--- src/rtl/sar12_cascade.sv ---
module sar12_cascade #(
  parameter int HI_BITS = 4,
  parameter int LO_BITS = 8
) (
  input  logic                       clk,
  input  logic                       rst_n,
  input  logic                       free_run,
  input  logic                       start,
  input  logic                       cmp,
  output logic [HI_BITS+LO_BITS-1:0] dac,
  output logic                       ser,
  output logic                       eoc
);
  localparam int HP = (HI_BITS > 1) ? $clog2(HI_BITS) : 1;
  localparam int LP = (LO_BITS > 1) ? $clog2(LO_BITS) : 1;

  typedef enum logic [1:0] {S_IDLE, S_HI, S_LO, S_DONE} phase_t;

  phase_t              phase;
  logic                start_q;
  logic [HI_BITS-1:0]  hi_q;
  logic [LO_BITS-1:0]  lo_q;
  logic [HP-1:0]       hi_ptr;
  logic [LP-1:0]       lo_ptr;
  logic                ser_q;
  logic                eoc_q;

  wire go      = start & ~start_q;
  wire resting = (phase == S_IDLE) | (phase == S_DONE);
  wire restart = go | (free_run & resting);

  always_ff @(posedge clk or negedge rst_n) begin
    if (!rst_n) begin
      phase   <= S_IDLE;
      start_q <= 1'b0;
      hi_q    <= '0;
      lo_q    <= '0;
      hi_ptr  <= '0;
      lo_ptr  <= '0;
      ser_q   <= 1'b0;
      eoc_q   <= 1'b0;
    end else begin
      start_q <= start;
      ser_q   <= 1'b0;
      if (restart) begin
        hi_q   <= {1'b1, {(HI_BITS-1){1'b0}}};
        lo_q   <= '0;
        hi_ptr <= HP'(HI_BITS-1);
        phase  <= S_HI;
        eoc_q  <= 1'b0;
      end else begin
        case (phase)
          S_HI: begin
            hi_q[hi_ptr] <= cmp;
            ser_q        <= cmp;
            if (hi_ptr == '0) begin
              lo_q[LO_BITS-1] <= 1'b1;
              lo_ptr          <= LP'(LO_BITS-1);
              phase           <= S_LO;
            end else begin
              hi_q[hi_ptr - 1'b1] <= 1'b1;
              hi_ptr              <= hi_ptr - 1'b1;
            end
          end
          S_LO: begin
            lo_q[lo_ptr] <= cmp;
            ser_q        <= cmp;
            if (lo_ptr == '0) begin
              phase <= S_DONE;
              eoc_q <= 1'b1;
            end else begin
              lo_q[lo_ptr - 1'b1] <= 1'b1;
              lo_ptr              <= lo_ptr - 1'b1;
            end
          end
          default: ;
        endcase
      end
    end
  end

  assign dac = {hi_q, lo_q};
  assign ser = ser_q;
  assign eoc = eoc_q;
endmodule

--- config.mk ---
export PLATFORM = sky130hd
export DESIGN_NAME = sar12_cascade
export DESIGN_NICKNAME = d
export VERILOG_FILES = /design/src/rtl/sar12_cascade.sv
export SDC_FILE = /design/constraint.sdc
export NUM_CORES = 1
export LEC_CHECK = 0
export BUFFER_PORTS_ARGS = -buffer_cell sky130_fd_sc_hd__buf_4
export CAP_MARGIN = 20
export CORE_UTILIZATION = 51
export DETAILED_ROUTE_END_ITERATION = 6
export PLACE_DENSITY = 0.84
export SETUP_SLACK_MARGIN = 0.15
export SKIP_LAST_GASP = 1
export SLEW_MARGIN = 5
export SYNTH_ARGS = -nofsm -noshare
export SYNTH_HDL_FRONTEND = slang
export SYNTH_SLANG_ARGS = --single-unit
--- constraint.sdc ---
create_clock -name clk -period 2 [get_ports clk]
set_input_delay 0.3 -clock clk [delete_from_list [all_inputs] [get_ports clk]]
set_output_delay 0.3 -clock clk [all_outputs]
set_load 0.005 [all_outputs]
# --- After elaboration in Yosys (flattened, before gate mapping) ---
# Index checks and enable logic that the tools add are counted.
op_classes:
  mux: 33
  reduce_logical: 18
  bitwise_logic: 8
  n_eq_ne: 8
  addsub: 2
  mul: 0
  div_mod_pow: 0
  shift: 0
  order_cmp: 8
op_table:
  columns: ["op", "n"]
  rows:
  - ["8-bit 2-to-1 mux", 2]
  - ["2-bit 2-to-1 mux", 6]
  - ["4-bit 2-to-1 mux", 3]
  - ["1-bit 2-to-1 mux", 10]
  - ["8-bit bitwise mux", 1]
  - ["3-bit by 4-bit less-than comparator with 1-bit output, second input constant", 2]
  - ["8-bit OR", 1]
  - ["2-bit nonzero test", 4]
  - ["7-bit 2-to-1 mux", 1]
  - ["1-bit demux with 3-bit select", 2]
  - ["3-bit by 1-bit >= comparator with 1-bit output, second input constant", 2]
  - ["2-bit by 3-bit less-than comparator with 1-bit output, second input constant", 2]
  - ["3-bit 2-to-1 mux", 2]
  - ["2-bit != test, second input constant", 3]
  - ["3-bit != test, second input constant", 2]
  - ["3-bit case mux with 2 select lines", 1]
  - ["2-bit AND reduction", 3]
  - ["4-bit bitwise mux", 1]
  - ["1-bit demux with 2-bit select", 2]
  - ["2-bit == test, second input constant", 2]
  - ["2-bit by 1-bit >= comparator with 1-bit output, second input constant", 2]
  - ["1-bit logical AND", 4]
  - ["2-bit zero test", 2]
  - ["4-bit OR", 1]
  - ["other kinds (13)", 16]
totals:
  ram_bits: 0
  n_memories: 0
  latchBits: 0
  out_inout_bits: 14
  in_bits: 5
  mem_bits_ro: 0
  regBits: 22

# --- Logic depth before layout (Yosys ltp) ---
depth:
  word_depth: 9
  depth_mapped: 8
  ltp_nobuf: 5

# --- Least setup slack after synthesis ---
# Ideal clock, no wire load.
synth_timing:
  kind: "reg2reg"
  from: "register lo_ptr[0]"
  to: "register lo_q[3]"
  arrival_ps: 1962
  slack_ps: -48
  path_stages_with_launch: 9
  n_path_buf: 3
  synth_period_minus_slack_ps: 2048
  path_cell_list: "dfrtp_1 > buf_2 > buf_2 > inv_1 > ha_1 > buf_6 > or4_1 > a21o_1 > a211oi_2"
synth_between:
  elab_chain_len: 9
  word_cells_on_any_way: 17
  cone_classes: "add/sub (1); order compare (4); mux (8); bitwise (1); reduce/logical (3)"
synth_lines:
  columns: ["element", "line", "text"]
  rows:
  - ["start: declaration", "24", "logic [LP-1:0] lo_ptr;"]
  - ["start signal: assignment", "58", "lo_ptr <= LP'(LO_BITS-1);"]
  - ["start signal: assignment", "73", "lo_ptr <= lo_ptr - 1'b1;"]
  - ["3-bit by 1-bit subtractor with 3-bit output, or another cell as far along", "72", "lo_q[lo_ptr - 1'b1] <= 1'b1;"]
  - ["3-bit by 4-bit less-than comparator with 1-bit output (implied by the code), or another cell as far along", "72", null]
  - ["1-bit logical AND (implied by the code) or 1-bit 2-to-1 mux (tied branches)", "72, 66", null]
  - ["1-bit 2-to-1 mux (implied by the code) or 1-bit demux with 3-bit select (tied branches)", "72, 66", null]
  - ["1-bit demux with 3-bit select or 8-bit bitwise mux (tied branches)", "72, 66", null]
  - ["8-bit OR (no line)", null, null]
  - ["8-bit 2-to-1 mux *", "68", "if (lo_ptr == '0) begin"]
  - ["7-bit 2-to-1 mux *", "52", "case (phase)"]
  - ["8-bit 2-to-1 mux *", "45", "if (restart) begin"]
  - ["end signal: indexed assignment", "66", "lo_q[lo_ptr] <= cmp;"]
  - ["end: declaration", "22", "logic [LO_BITS-1:0] lo_q;"]
# Every way passes the cells marked *; elsewhere a longest branch is shown, timed or not. The select of a mux whose other input is x is not followed.
# A chain may end at the register's enable or synchronous reset.

# --- Final worst setup path ---
layout_timing:
  from: "register lo_ptr[1]"
  to: "register lo_q[1]"
# The elaborated chain is that of the path after synthesis.

==> metrics.txt <==
max-cap violations 0; clock slew at reported path FFs 0.12 ns; worst clock skew between 0.004 and 0.005 ns; CTS tree yes; core box area 0.00257 mm²; nets 190; FP Rows 18; CP Cell Sequence inv_1 > ha_4 > or4b_1 > a21o_1 > a211oi_2; CP startpoint kind flip-flop; TNS Setup 0 ns; GRT Overall Usage 25.3%; Filler cells 201; final hold violations 0; chip width 55.2 µm; RSZ-0062 raised after global routing false; DR vias/cell between 6 and 7; cell count after placement 200; first-pass GRT wire length between 5000 and 6000 µm; area occupied by multi-input gates approximately 820 µm²; Post-synth EDFFs 0; WL final 3350 µm; htree depth 1; DR vias roughly 1300; Synth cell types 45; register area between 500 and 600 µm²; Placer Congestion 0.872; # setup viols final 0; WP data arrival 1.97 ns; crit end category flip-flop; port bufs 18; total gr overflow 0; initial core utilization between 50% and 60%; register area share after synthesis between 30% and 40%; Slew Limit Fails 0; vias in the first global route 1162; power per cell area 1060 mW/mm²; Post-Syn Area per Cell 9.12 µm²; mapped cell area 0.00144 mm²; layout cells sized above 1 20.0%; outcome finished clean; worst IR drop on VDD 0.822 mV; die area 0.00304 mm²; Worst Hold Class input port to flip-flop; Finished Layout Cells slightly above 200; Least-Margin Pin Slew approximately 0.53 ns; Yosys warnings 0; DRC 0; Die H around 55 µm; Tcrit/Tclk final 87.0%; slowest stage delay, CP 0.45 ns; clock latency on the worst-skew pair 0.30 ns; final core utilization 65.0%; Seq cells post-synth 22; fmax 575 MHz; crit path kind flip-flop to flip-flop; Relative slew margins 65.0%; met2 usage 38.2%; Synth-to-Final Area Change 15.8%; maximum number of pins on one net before global-route repair 23; Final HPWL DP 2350 µm; clock sinks 22; Mapped Cells 158; worst-path fanout max 11; total CTS buffers 3; top-level I/O count 19; total leakage power roughly 0.74 nW; ys flop type dfrtp_1; 1st-iter DRT viols 53; Root Driver clkbuf_4; GRT met1 Usage 35.1%; crit path max-delay cell type or4b_1; asr flop ratio synth 100%; Period minus WS final about 1.7 ns; Most Crowded Layer GR met2; TritonRoute pass-1 iters 4; syn_nets 171; most common cell after layout, fill and taps aside buf_4; most frequent cells in the layout buf_4, dfrtp_1, nor2_1; Final ANT Viol Nets 0; WL/cell 16.3 µm; met3 Use GR 5.19%; WP data required 2.23 ns; ANT cells 0; initial antenna violation count 0; Clock Path Buffers 2
sequential cells by signal, indices dropped and copies added, names as in the netlist:
signal / flops
eoc: 1
hi_ptr: 2
ser: 1
lo_q: 8
phase: 2
hi_q: 4
lo_ptr: 3
start_q: 1
cell usage after synthesis (2+ instances only):
master    number  share of area, %
and2_1         2              0.87
inv_1         10               2.6
nor3b_1        2               1.0
nand2_1        8               2.1
clkbuf_1       4               1.0
a211oi_2       2               1.7
nor2_1        12               3.1
ha_1           8               6.9
o21ai_1        3               1.0
nand2b_1       5               2.2
a31oi_1        6               2.6
dfrtp_1       22                38
nand3b_1       3               1.6
a21oi_1        5               1.7
o211ai_1       8               4.2
a41oi_1        5               3.0
and3_1         2              0.87
buf_2          6               2.1
o21ai_0        4               1.4
o21bai_1       2               1.0
nor2b_1        8               3.5
a211oi_1       4               2.1
mux2i_1        2               1.4
nand3_1        3               1.0
a21o_1         2               1.0
logic make-up (layout without fill, tap and decap cells):
group	after synthesis	after routing	share of synthesized area [%]
AND/OR/NAND/NOR	53	53	20.7
AO/OA/AOI/OAI	49	49	24.6
flip-flops	22	22	38.2
buffers and inverters	22	39	6.77
adder cells (fa/ha/maj)	8	8	6.94
multiplexers	3	3	2.17
XOR/XNOR	1	1	0.608
critical path: cells and delay by family (launching register included):
family | cells | cell delay (ns)
AND/OR/NAND/NOR | 1 | 0.45
buffers and inverters | 1 | 0.10
AO/OA/AOI/OAI | 2 | 0.37
flip-flops | 1 | 0.42
adder cells (fa/ha/maj) | 1 | 0.33
routing by layer:
layer / up-vias / routed length [µm]
li1: 616 / -
met1: 606 / 1530
met2: 59 / 1570
met3: 7 / 209
met4: 0 / 49
met5: - / 0
layout make-up:
cell class | instances | area share [%]
Timing Repair Buffer | 26 | 11.8
Tap cell | 30 | 2.25
Sequential cell | 22 | 33.1
Multi-Input combinational cell | 114 | 49.1
Inverter | 10 | 2.40
Clock buffer | 3 | 1.35
through the flow:
step	hold slack [ns]	worst slack [ns]	power [mW]	area [µm²]
2_1_floorplan	0.00441	0.152	1.32	1470
3_3_place_gp	0.206	0.235	1.53	1610
3_5_place_dp	0.207	0.138	1.57	1610
4_1_cts	0.0994	0.219	1.77	1650
5_1_grt	0.0925	0.194	1.93	1670
6_report	0.105	0.260	1.77	1670
final timing paths:
path	slack, ns	startpoint	endpoint	depth (start not counted)
setup / recovery	0.26	lo_ptr[1]	lo_q[1]	5
min in group asynchronous	0.40	rst_n	phase[1]	2
hold reg to reg	0.52	hi_q[3]	hi_q[3]	2
max in group asynchronous	1.34	rst_n	lo_ptr[1]	2
setup reg to reg	0.26	lo_ptr[1]	lo_q[1]	5
hold / removal	0.11	start	start_q	1
power by group:
part | internal [mW] | total, mW | switching, mW
sequential | 0.547 | 0.635 | 0.0881
clock | 0.0703 | 0.199 | 0.128
combinational | 0.421 | 0.941 | 0.520
repair_timing:
item / in CTS / in global routing
endpoints found under the setup margin: 2 / 3
hold endpoints to repair: 22 / 0
buffers inserted: 0 / 1
gates resized for setup: 2 / 2
hold buffers: 1 / 0
Note: power is estimated with default switching activity, not from simulation.
